--- src/rtl/spa_pkg.sv ---
`timescale 1ns/1ps
// Package: shared encodings and field positions for the slave port arbiter.
// Assumes a configuration word of at least 21 bits for the slave word and
// 4*NM bits for the priority word.
package spa_pkg;

    typedef enum logic [1:0] {
        PARK_NONE  = 2'd0,
        PARK_LAST  = 2'd1,
        PARK_FIXED = 2'd2,
        PARK_RSVD  = 2'd3
    } park_mode_e;

    localparam int SLOT_LSB    = 0;
    localparam int SLOT_W      = 8;
    localparam int MODE_LSB    = 16;
    localparam int MODE_W      = 2;
    localparam int FIX_LSB     = 18;
    localparam int FIX_W       = 3;
    localparam int PRIO_STRIDE = 4;
    localparam int PRIO_W      = 2;

endpackage

--- src/rtl/spa_cfg_regs.sv ---
`timescale 1ns/1ps
// Module: configuration store of the arbiter. Holds the parking mode, the
// fixed park index, the slot limit and one priority per master.
// Assumes single-cycle writes; cfg_sel selects slave word (0) or priority word (1).
module spa_cfg_regs
    import spa_pkg::*;
#(
    parameter int NM    = 8,
    parameter int CFG_W = 32
) (
    input  logic                   clk,
    input  logic                   rst_n,
    input  logic                   we,
    input  logic                   sel,
    input  logic [CFG_W-1:0]       wdata,
    output park_mode_e             mode,
    output logic [FIX_W-1:0]       fixed_idx,
    output logic [SLOT_W-1:0]      slot_lim,
    output logic [NM*PRIO_W-1:0]   prio
);

    logic cfg_unused;
    assign cfg_unused = ^wdata;

    // Slave word: mode, fixed index and slot limit.
    always_ff @(posedge clk) begin
        if (!rst_n) begin
            mode      <= PARK_NONE;
            fixed_idx <= '0;
            slot_lim  <= '0;
        end else if (we && !sel) begin
            mode      <= park_mode_e'(wdata[MODE_LSB +: MODE_W]);
            fixed_idx <= wdata[FIX_LSB +: FIX_W];
            slot_lim  <= wdata[SLOT_LSB +: SLOT_W];
        end
    end

    // Priority word: one field per master at a fixed stride.
    for (genvar g = 0; g < NM; g++) begin : g_prio
        always_ff @(posedge clk) begin
            if (!rst_n) begin
                prio[g*PRIO_W +: PRIO_W] <= '0;
            end else if (we && sel) begin
                prio[g*PRIO_W +: PRIO_W] <= wdata[g*PRIO_STRIDE +: PRIO_W];
            end
        end
    end

endmodule

--- src/rtl/spa_pick.sv ---
`timescale 1ns/1ps
// Module: combinational winner selection. Highest priority among the
// candidates wins; ties go to the first candidate in round-robin order
// starting one index after ptr. Assumes ptr < NM.
module spa_pick
    import spa_pkg::*;
#(
    parameter int NM = 8,
    parameter int IW = 3
) (
    input  logic [NM-1:0]         cand,
    input  logic [NM*PRIO_W-1:0]  prio,
    input  logic [IW-1:0]         ptr,
    output logic                  found,
    output logic [IW-1:0]         win
);

    logic [PRIO_W-1:0] pr [NM];

    for (genvar g = 0; g < NM; g++) begin : g_unpack
        assign pr[g] = prio[g*PRIO_W +: PRIO_W];
    end

    // Rotating scan; a strictly larger priority replaces the current best.
    always_comb begin
        logic [PRIO_W-1:0] best;
        found = 1'b0;
        win   = ptr;
        best  = '0;
        for (int off = 1; off <= NM; off++) begin
            logic [IW-1:0] idx;
            idx = IW'((int'(ptr) + off) % NM);
            if (cand[idx] && (!found || pr[idx] > best)) begin
                found = 1'b1;
                win   = idx;
                best  = pr[idx];
            end
        end
    end

endmodule

--- src/rtl/spa_slot_timer.sv ---
`timescale 1ns/1ps
// Module: counts busy cycles of the current owner and flags when the slot
// limit is reached. A limit of zero never expires. Assumes restart is only
// raised in busy cycles.
module spa_slot_timer #(
    parameter int SLOT_W = 8
) (
    input  logic              clk,
    input  logic              rst_n,
    input  logic              busy,
    input  logic              restart,
    input  logic [SLOT_W-1:0] limit,
    output logic              expired
);

    logic [SLOT_W-1:0] cnt_q;

    // Busy-cycle counter: cleared when idle or on restart, saturating.
    always_ff @(posedge clk) begin
        if (!rst_n) begin
            cnt_q <= '0;
        end else if (!busy || restart) begin
            cnt_q <= '0;
        end else if (cnt_q != '1) begin
            cnt_q <= cnt_q + SLOT_W'(1);
        end
    end

    assign expired = (limit != '0) && (cnt_q >= limit - SLOT_W'(1));

endmodule

--- src/rtl/slave_port_arbiter.sv ---
`timescale 1ns/1ps
// Module: per-slave arbiter of a bus matrix. Grants one of NM masters the
// slave, reopens arbitration only at a beat boundary (burst end or slot
// expiry), and applies a parking policy when the slave is idle.
// Assumes NM <= 8 and CFG_W >= max(21, 4*NM); beat_done_i/burst_last_i
// refer to the currently granted master.
module slave_port_arbiter
    import spa_pkg::*;
#(
    parameter int NM    = 8,
    parameter int CFG_W = 32
) (
    input  logic             clk,
    input  logic             rst_n,
    input  logic [NM-1:0]    req_i,
    input  logic             beat_done_i,
    input  logic             burst_last_i,
    input  logic             cfg_we_i,
    input  logic             cfg_sel_i,
    input  logic [CFG_W-1:0] cfg_wdata_i,
    output logic [NM-1:0]    grant_o,
    output logic             conn_o
);

    localparam int IW = (NM > 1) ? $clog2(NM) : 1;

    park_mode_e             cfg_mode;
    logic [FIX_W-1:0]       cfg_fixed;
    logic [SLOT_W-1:0]      cfg_slot;
    logic [NM*PRIO_W-1:0]   cfg_prio;

    logic [IW-1:0] own_q, own_d;
    logic          vld_q, vld_d;
    logic [NM-1:0] own_oh;
    logic          busy, slot_exp, reopen;
    logic [NM-1:0] cand;
    logic          pick_found;
    logic [IW-1:0] pick_win;
    logic          park_vld;
    logic [IW-1:0] park_own;

    spa_cfg_regs #(.NM(NM), .CFG_W(CFG_W)) u_cfg (
        .clk       (clk),
        .rst_n     (rst_n),
        .we        (cfg_we_i),
        .sel       (cfg_sel_i),
        .wdata     (cfg_wdata_i),
        .mode      (cfg_mode),
        .fixed_idx (cfg_fixed),
        .slot_lim  (cfg_slot),
        .prio      (cfg_prio)
    );

    assign own_oh = vld_q ? (NM'(1) << own_q) : '0;
    assign busy   = vld_q && req_i[own_q];
    assign reopen = busy && beat_done_i && (burst_last_i || slot_exp);
    // While busy the owner never competes against itself.
    assign cand   = busy ? (req_i & ~own_oh) : req_i;

    spa_slot_timer #(.SLOT_W(SLOT_W)) u_slot (
        .clk     (clk),
        .rst_n   (rst_n),
        .busy    (busy),
        .restart (reopen),
        .limit   (cfg_slot),
        .expired (slot_exp)
    );

    spa_pick #(.NM(NM), .IW(IW)) u_pick (
        .cand  (cand),
        .prio  (cfg_prio),
        .ptr   (own_q),
        .found (pick_found),
        .win   (pick_win)
    );

    // Parking target for an idle slave under the current mode.
    always_comb begin
        park_own = own_q;
        park_vld = 1'b0;
        case (cfg_mode)
            PARK_LAST: begin
                park_vld = vld_q;
            end
            PARK_FIXED: begin
                if (int'(cfg_fixed) < NM) begin
                    park_vld = 1'b1;
                    park_own = IW'(cfg_fixed);
                end
            end
            default: begin
                park_vld = 1'b0;
            end
        endcase
    end

    // Next owner: hold in mid-burst, hand over or park at boundaries.
    always_comb begin
        own_d = own_q;
        vld_d = vld_q;
        if (busy) begin
            if (reopen) begin
                if (pick_found) begin
                    own_d = pick_win;
                    vld_d = 1'b1;
                end else if (burst_last_i) begin
                    own_d = park_own;
                    vld_d = park_vld;
                end
            end
        end else if (pick_found) begin
            own_d = pick_win;
            vld_d = 1'b1;
        end else begin
            own_d = park_own;
            vld_d = park_vld;
        end
    end

    // Owner register; the index is kept while disconnected as the RR pointer.
    always_ff @(posedge clk) begin
        if (!rst_n) begin
            own_q <= '0;
            vld_q <= 1'b0;
        end else begin
            own_q <= own_d;
            vld_q <= vld_d;
        end
    end

    assign grant_o = own_oh;
    assign conn_o  = busy;

endmodule

--- config.mk ---
export PLATFORM = sky130hd
export DESIGN_NAME = slave_port_arbiter
export DESIGN_NICKNAME = d
export VERILOG_FILES = /design/src/rtl/spa_pkg.sv /design/src/rtl/spa_cfg_regs.sv /design/src/rtl/spa_pick.sv /design/src/rtl/spa_slot_timer.sv /design/src/rtl/slave_port_arbiter.sv
export SDC_FILE = /design/constraint.sdc
export NUM_CORES = 1
export LEC_CHECK = 0
export BUFFER_PORTS_ARGS = -buffer_cell sky130_fd_sc_hd__clkbuf_2
export CAP_MARGIN = 5
export CORE_ASPECT_RATIO = 0.75
export CORE_MARGIN = 2
export CORE_UTILIZATION = 60
export DETAILED_ROUTE_END_ITERATION = 12
export GPL_TIMING_DRIVEN = 0
export PLACE_DENSITY = 0.82
export SLEW_MARGIN = 20
export SYNTH_ARGS = -nofsm -noshare
export SYNTH_HDL_FRONTEND = slang
export SYNTH_SLANG_ARGS = --single-unit
--- constraint.sdc ---
create_clock -name clk -period 33.4 [get_ports clk]
set_input_delay 3.34 -clock clk [delete_from_list [all_inputs] [get_ports clk]]
set_output_delay 3.34 -clock clk [all_outputs]
set_load 0.03 [all_outputs]
==> run metrics, run 1 <==
status complete, no violations; Slew Viols, Final 0; Worst Path Required 33590 ps; most frequent cell on the critical path a21oi_1; Routed WL 12600 um; Hold Path Sink u_cfg.slot_lim[0]; Sum Neg Setup Slack 0 ps; Worst R2R End own_q[1]; HPWL Detailed 10100 um; Final Hold Vio Count 0; CP arrival 15520 ps; post-CTS sizing 0; minimum clock period after layout 15330 ps; dpl cells 715; crit start category input port; Synth Register Bits 41; Finished Layout Cells 723; TritonCTS clock tree done; # DRC 0; async set-reset flop share out of synthesis 0%; R2R Setup Slk 19080 ps; Synth cell types 80; largest net degree at the start of global routing 13; Max-Cap Viols 0; routed length per instance 17.4 um; Via density 6.49; area occupied by multi-input gates 3360 um^2; Mapped Cells 570; WS Path Type in2reg; CTS clk-pin slew, worst paths 80 ps; Most used DFF post-synth dfxtp_1; register area share after synthesis 18.4%; RSZ-0062 raised after global routing no; Num Clock Sinks 41; Mapped Avg Cell Area 7.83 um^2; Hold Crit Class reg2reg; I/O pin count 55; routability-driven placement congestion ratio 0.943; FILL cells 634; Num CTS Buffers 5; area delta synth->final 9.64%; Placeable Area 7260 um^2; Place WS 18080 ps; Max clock buf depth 2; Relative slew margins 51.5%; Post-Syn Area 4460 um^2; clock skew 12.4 ps; Die Wd 104 um; 1st-pass router iterations 6; Setup crit end kind flip-flop; # port buffers 44; GR Util All Layers 31.1%; Routed Antenna Nets 0; EDFF count, synth 0; fin util 67.4%; Final period util 45.9%; die area 8150 um^2; Setup violations, final 0; Starting Density 61.4%; fmax 0.0653 GHz; reg2reg start own_q[1]; clk_lat worst skew 300 ps; register area 821 um^2; total grt overflow 0; Worst Hold Launch u_cfg.slot_lim[0]; vias in the first global route 4335; crit path max fanout 10; share of cells above drive strength 1 16.9%; # hold bufs at CTS 0; num rows 27; YS warnings 0; # Post-CTS Setup Buffers 0; Hold Crit Depth 2; slowest stage cell on the critical path a311oi_1; fin worst setup slack 18070 ps; antenna violations before repair 0; first-pass GRT wire length 20900 um; Worst Tran Pin Value 722 ps; Crit path largest cell delay 480 ps; initial drt markers 386; # nets final 700; Reg2Reg Depth 60; die height 78.7 um; Root Driver clkbuf_8; DR vias 4689; # H-tree levels 2; # diodes 0; syn_nets 649
==> flip-flops by register name, summed over array words and instances (netlist names) <==
register and cells:
u_slot.cnt_q 8, vld_q 1, own_q 3, u_cfg.fixed_idx 3, u_cfg.prio 16, u_cfg.slot_lim 8, u_cfg.mode 2
==> metrics by stage <==
step	area (um^2)	hold WS [ps]
after floorplan	4460	437
after global placement	4810	459
after detailed placement	4810	473
after CTS	4890	485
after global routing	4890	503
final	4890	483
==> cell type report <==
| type | instances | share of cell area, % |
|---|---|---|
| plain buffers | 28 | 2.86 |
| inverters | 37 | 2.84 |
| well taps | 101 | 2.58 |
| flip-flops and latches | 41 | 16.8 |
| clock buffers | 7 | 1.56 |
| multi-input cells | 464 | 68.7 |
| clock inverters | 1 | 0.153 |
| repair buffers | 44 | 4.50 |
==> worst max-delay path by stage <==
stage / slack [ps] / to / cells after the start / from
floorplan: 20430 / own_q[0] / 56 / req_i[5]
global placement: 18320 / own_q[0] / 56 / req_i[7]
detailed placement: 18080 / own_q[1] / 56 / req_i[4]
CTS: 18360 / own_q[1] / 56 / req_i[4]
global route: 17360 / own_q[1] / 59 / req_i[7]
finish: 18070 / own_q[1] / 57 / req_i[4]
==> cells in the final DEF (no fill, tap or decap), drive strengths merged, types with 4 or more instances in the layout <==
| master | n |
|---|---|
| nand3 | 16 |
| clkbuf | 65 |
| a211oi | 6 |
| a31oi | 11 |
| a21oi | 53 |
| o32ai | 4 |
| a311oi | 6 |
| nor2b | 8 |
| o21ai | 21 |
| xor2 | 4 |
| mux2i | 17 |
| nand2 | 106 |
| mux2 | 5 |
| a21o | 9 |
| xnor2 | 6 |
| nor3 | 9 |
| ha | 33 |
| and2 | 11 |
| nand2b | 4 |
| nor2 | 27 |
| buf | 14 |
| or3 | 4 |
| mux4 | 19 |
| inv | 34 |
| and3 | 6 |
| dfxtp | 41 |
| o211ai | 11 |
==> layer usage <==
| layer | part of all wire, % | track usage [%] |
|---|---|---|
| met5 | 0 | 0 |
| met4 | 2.5 | 10.8 |
| met3 | 9.4 | 4.84 |
| met2 | 44 | 49.8 |
| met1 | 44 | 43.2 |
==> worst max-delay path: cells and delay by family <==
kind,cells,cell delay [ps]
AO/OA/AOI/OAI,29,6330
adder cells (fa/ha/maj),7,2030
AND/OR/NAND/NOR,10,1620
multiplexers,4,1210
buffers and inverters,7,930
==> synth_stat cells, types with 4 or more instances <==
library cell  instances  share of area [%]
and2_1                9                1.3
inv_1                34                2.9
or3_1                 4               0.56
and3_1                5               0.70
a21o_1                9                1.5
nor2b_1               8                1.1
o32ai_1               4               0.78
xor2_1                4               0.78
ha_1                 33                9.3
buf_2                 7               0.78
nand2_1             106                8.9
mux2i_1              15                3.4
mux4_2               19                9.6
nor3_1                8               0.90
o21ai_0              20                2.2
clkbuf_1             14                1.2
a31oi_1              11                1.5
a211oi_1              6                1.0
mux2_2                5                1.3
nor2_1               26                2.2
dfxtp_1              41                 18
o211ai_1             11                1.9
nand2b_1              4               0.56
a311oi_1              5               0.98
xnor2_1               6                1.2
a21oi_1              52                5.8
nand3_1              16                1.8
==> logic make-up after synthesis <==
logic type	Yosys count	synth area share [%]
simple gates	212	23.0
compound gates	168	26.4
buf+inv	65	6.25
mux	41	14.8
flops	41	18.4
fa+ha+maj	33	9.25
xor+xnor	10	1.96
Power of run 1 is not shown: default switching activity piles up to over one toggle a cycle in this logic, so the estimate is an artifact.
==> inputs of run 2 (changes only) <==
clock period = 14.8 ns   (was 33.4 ns; I/O delays follow)
==> run 2 against run 1 <==
  * Register-to-register slack worse by 18000 ps
  * Final cell count down 0.14%
  * Cell area about the same
  * Die area unchanged
  * Largest cell class unchanged
==> run metrics, run 2 (same netlist as run 1, synthesis figures left out) <==
Root Driver clkbuf_8 (unchanged); Hold Path Sink u_cfg.slot_lim[0] (unchanged); Placeable Area 7260 um^2 (unchanged); Setup crit end kind flip-flop (unchanged); Hold Crit Class reg2reg (unchanged); CP top delay family compound AO/OA/AOI/OAI gates (unchanged); Num Clock Sinks 41 (unchanged); Routed Antenna Nets 0 (unchanged); area occupied by multi-input gates 3360 um^2 (unchanged); first-pass GRT wire length 20900 um (unchanged); Relative slew margins 50.5% (was 51.5%); crit path max fanout 12 (was 10); die area 8150 um^2 (unchanged); commonest non-fill, non-tap cell in the layout nand2_1 (unchanged); vias in the first global route 4335 (unchanged); Starting Density 61.4% (unchanged); # hold bufs at CTS 0 (unchanged); crit start category flip-flop (was input port); Die Wd 104 um (unchanged); CTS clk-pin slew, worst paths 80 ps (about the same); routed length per instance 17.4 um (about the same); reg2reg start own_q[1] (unchanged); Sum Neg Setup Slack 0 ps (unchanged); WS Path Type reg2reg (was in2reg); 1st-pass router iterations 5 (was 6); HPWL Detailed 10100 um (unchanged); # diodes 0 (unchanged); Slew Viols, Final 0 (unchanged); post-CTS sizing 0 (unchanged); # port buffers 44 (unchanged); initial drt markers 431 (was 386); Num CTS Buffers 5 (unchanged); DR vias 4655 (was 4689); slowest stage cell on the critical path ha_1 (was a311oi_1); CP Buf/Inv Count 11 (was 7); status complete, no violations (unchanged); Final period util 94.2%; antenna violations before repair 0 (unchanged); die height 78.7 um (unchanged); Via density 6.45 (was 6.49); Crit path largest cell delay 740 ps (was 480 ps); Worst Hold Launch u_cfg.slot_lim[0] (unchanged); area delta synth->final 9.59% (was 9.64%); clk_lat worst skew 300 ps (about the same); Critical Path Source own_q[1] (was req_i[4]); Worst Path Required 15000 ps (was 33590 ps); number of flip-flops under the largest register name 16 (unchanged); RSZ-0062 raised after global routing no (unchanged); num rows 27 (unchanged); # DRC 0 (unchanged); FILL cells 637 (was 634); Biggest register u_cfg.prio (unchanged); # Post-CTS Setup Buffers 0 (unchanged); # H-tree levels 2 (unchanged); Final Hold Vio Count 0 (unchanged); GR Util All Layers 31.1% (unchanged); share of cells above drive strength 1 17.1% (was 16.9%); Hold Crit Depth 2 (unchanged); minimum clock period after layout 13940 ps; most frequent cells in the layout nand2_1, a21oi_1, clkbuf_2 (unchanged); leading registers by flop count u_cfg.prio: 16 flops, u_cfg.slot_lim: 8 flops, u_slot.cnt_q: 8 flops (unchanged); Max clock buf depth 2 (unchanged); clock skew 12.1 ps (was 12.4 ps); Worst R2R End own_q[1] (unchanged); Max-Cap Viols 0 (unchanged); TritonCTS clock tree done (unchanged); I/O pin count 55 (unchanged); Reg2Reg Depth 58 (was 60); Worst Tran Pin Value 737 ps (was 722 ps); largest net degree at the start of global routing 13 (unchanged); R2R Setup Slk 860 ps (was 19080 ps); Setup violations, final 0 (unchanged); routability-driven placement congestion ratio 0.943 (unchanged); register area 821 um^2 (unchanged); CP arrival 14140 ps (was 15520 ps); # nets final 699 (was 700); fmax 0.0717 GHz; Routed WL 12600 um (about the same); total grt overflow 0 (unchanged)
run 2: changes by cell type in the layout (fill, tap and decap cells not counted):
cell      previous run  this run
clkbuf_1            16        14
clkbuf_2            44        45
run 2: cell type report:
type                       count  area share [%]
clock inverter                 1           0.153
sequential                    41            16.8
timing repair buffer          44            4.50
clock buffer                   7            1.56
buffer                        27            2.81
tap                          101            2.58
inverter                      37            2.84
multi-input combinational    464            68.8
run 2: how the worst max path moves through the flow:
stage                           to  cells after the start
after detailed placement  own_q[1]                     59
after global placement    own_q[0]                     59
after CTS                 own_q[1]                     59
final                     own_q[1]                     58
after global routing      own_q[1]                     61
after floorplan           own_q[0]                     56
run 2: through the flow:
step	area [um^2]	worst slack (ps)	std cells	hold WS [ps]	utilization, %
after floorplan	4460	3690	570	437	-
after global placement	4810	1170	715	459	66.2
after detailed placement	4810	896	715	473	66.2
after CTS	4890	864	723	485	67.4
after global routing	4890	88.8	722	503	67.3
final	4890	860	722	483	67.3
run 2: metal layers:
layer  global-route usage [%]  share of wire (%)  vias up
li1                         -                  -     2229
met1                     43.2                 44     2108
met2                     49.8                 44      274
met3                     4.84                9.2       44
met4                     10.8                2.8        0
met5                        0                  0        -
run 2: worst register-to-register path, delay by kind of cell (launching register included):
family	cells	cell delay, ps
flip-flops	1	380
buffers and inverters	11	2460
AND/OR/NAND/NOR	9	1490
multiplexers	3	950
adder cells (fa/ha/maj)	8	2700
AO/OA/AOI/OAI	27	5820
Power of run 2 is left out for the same reason.
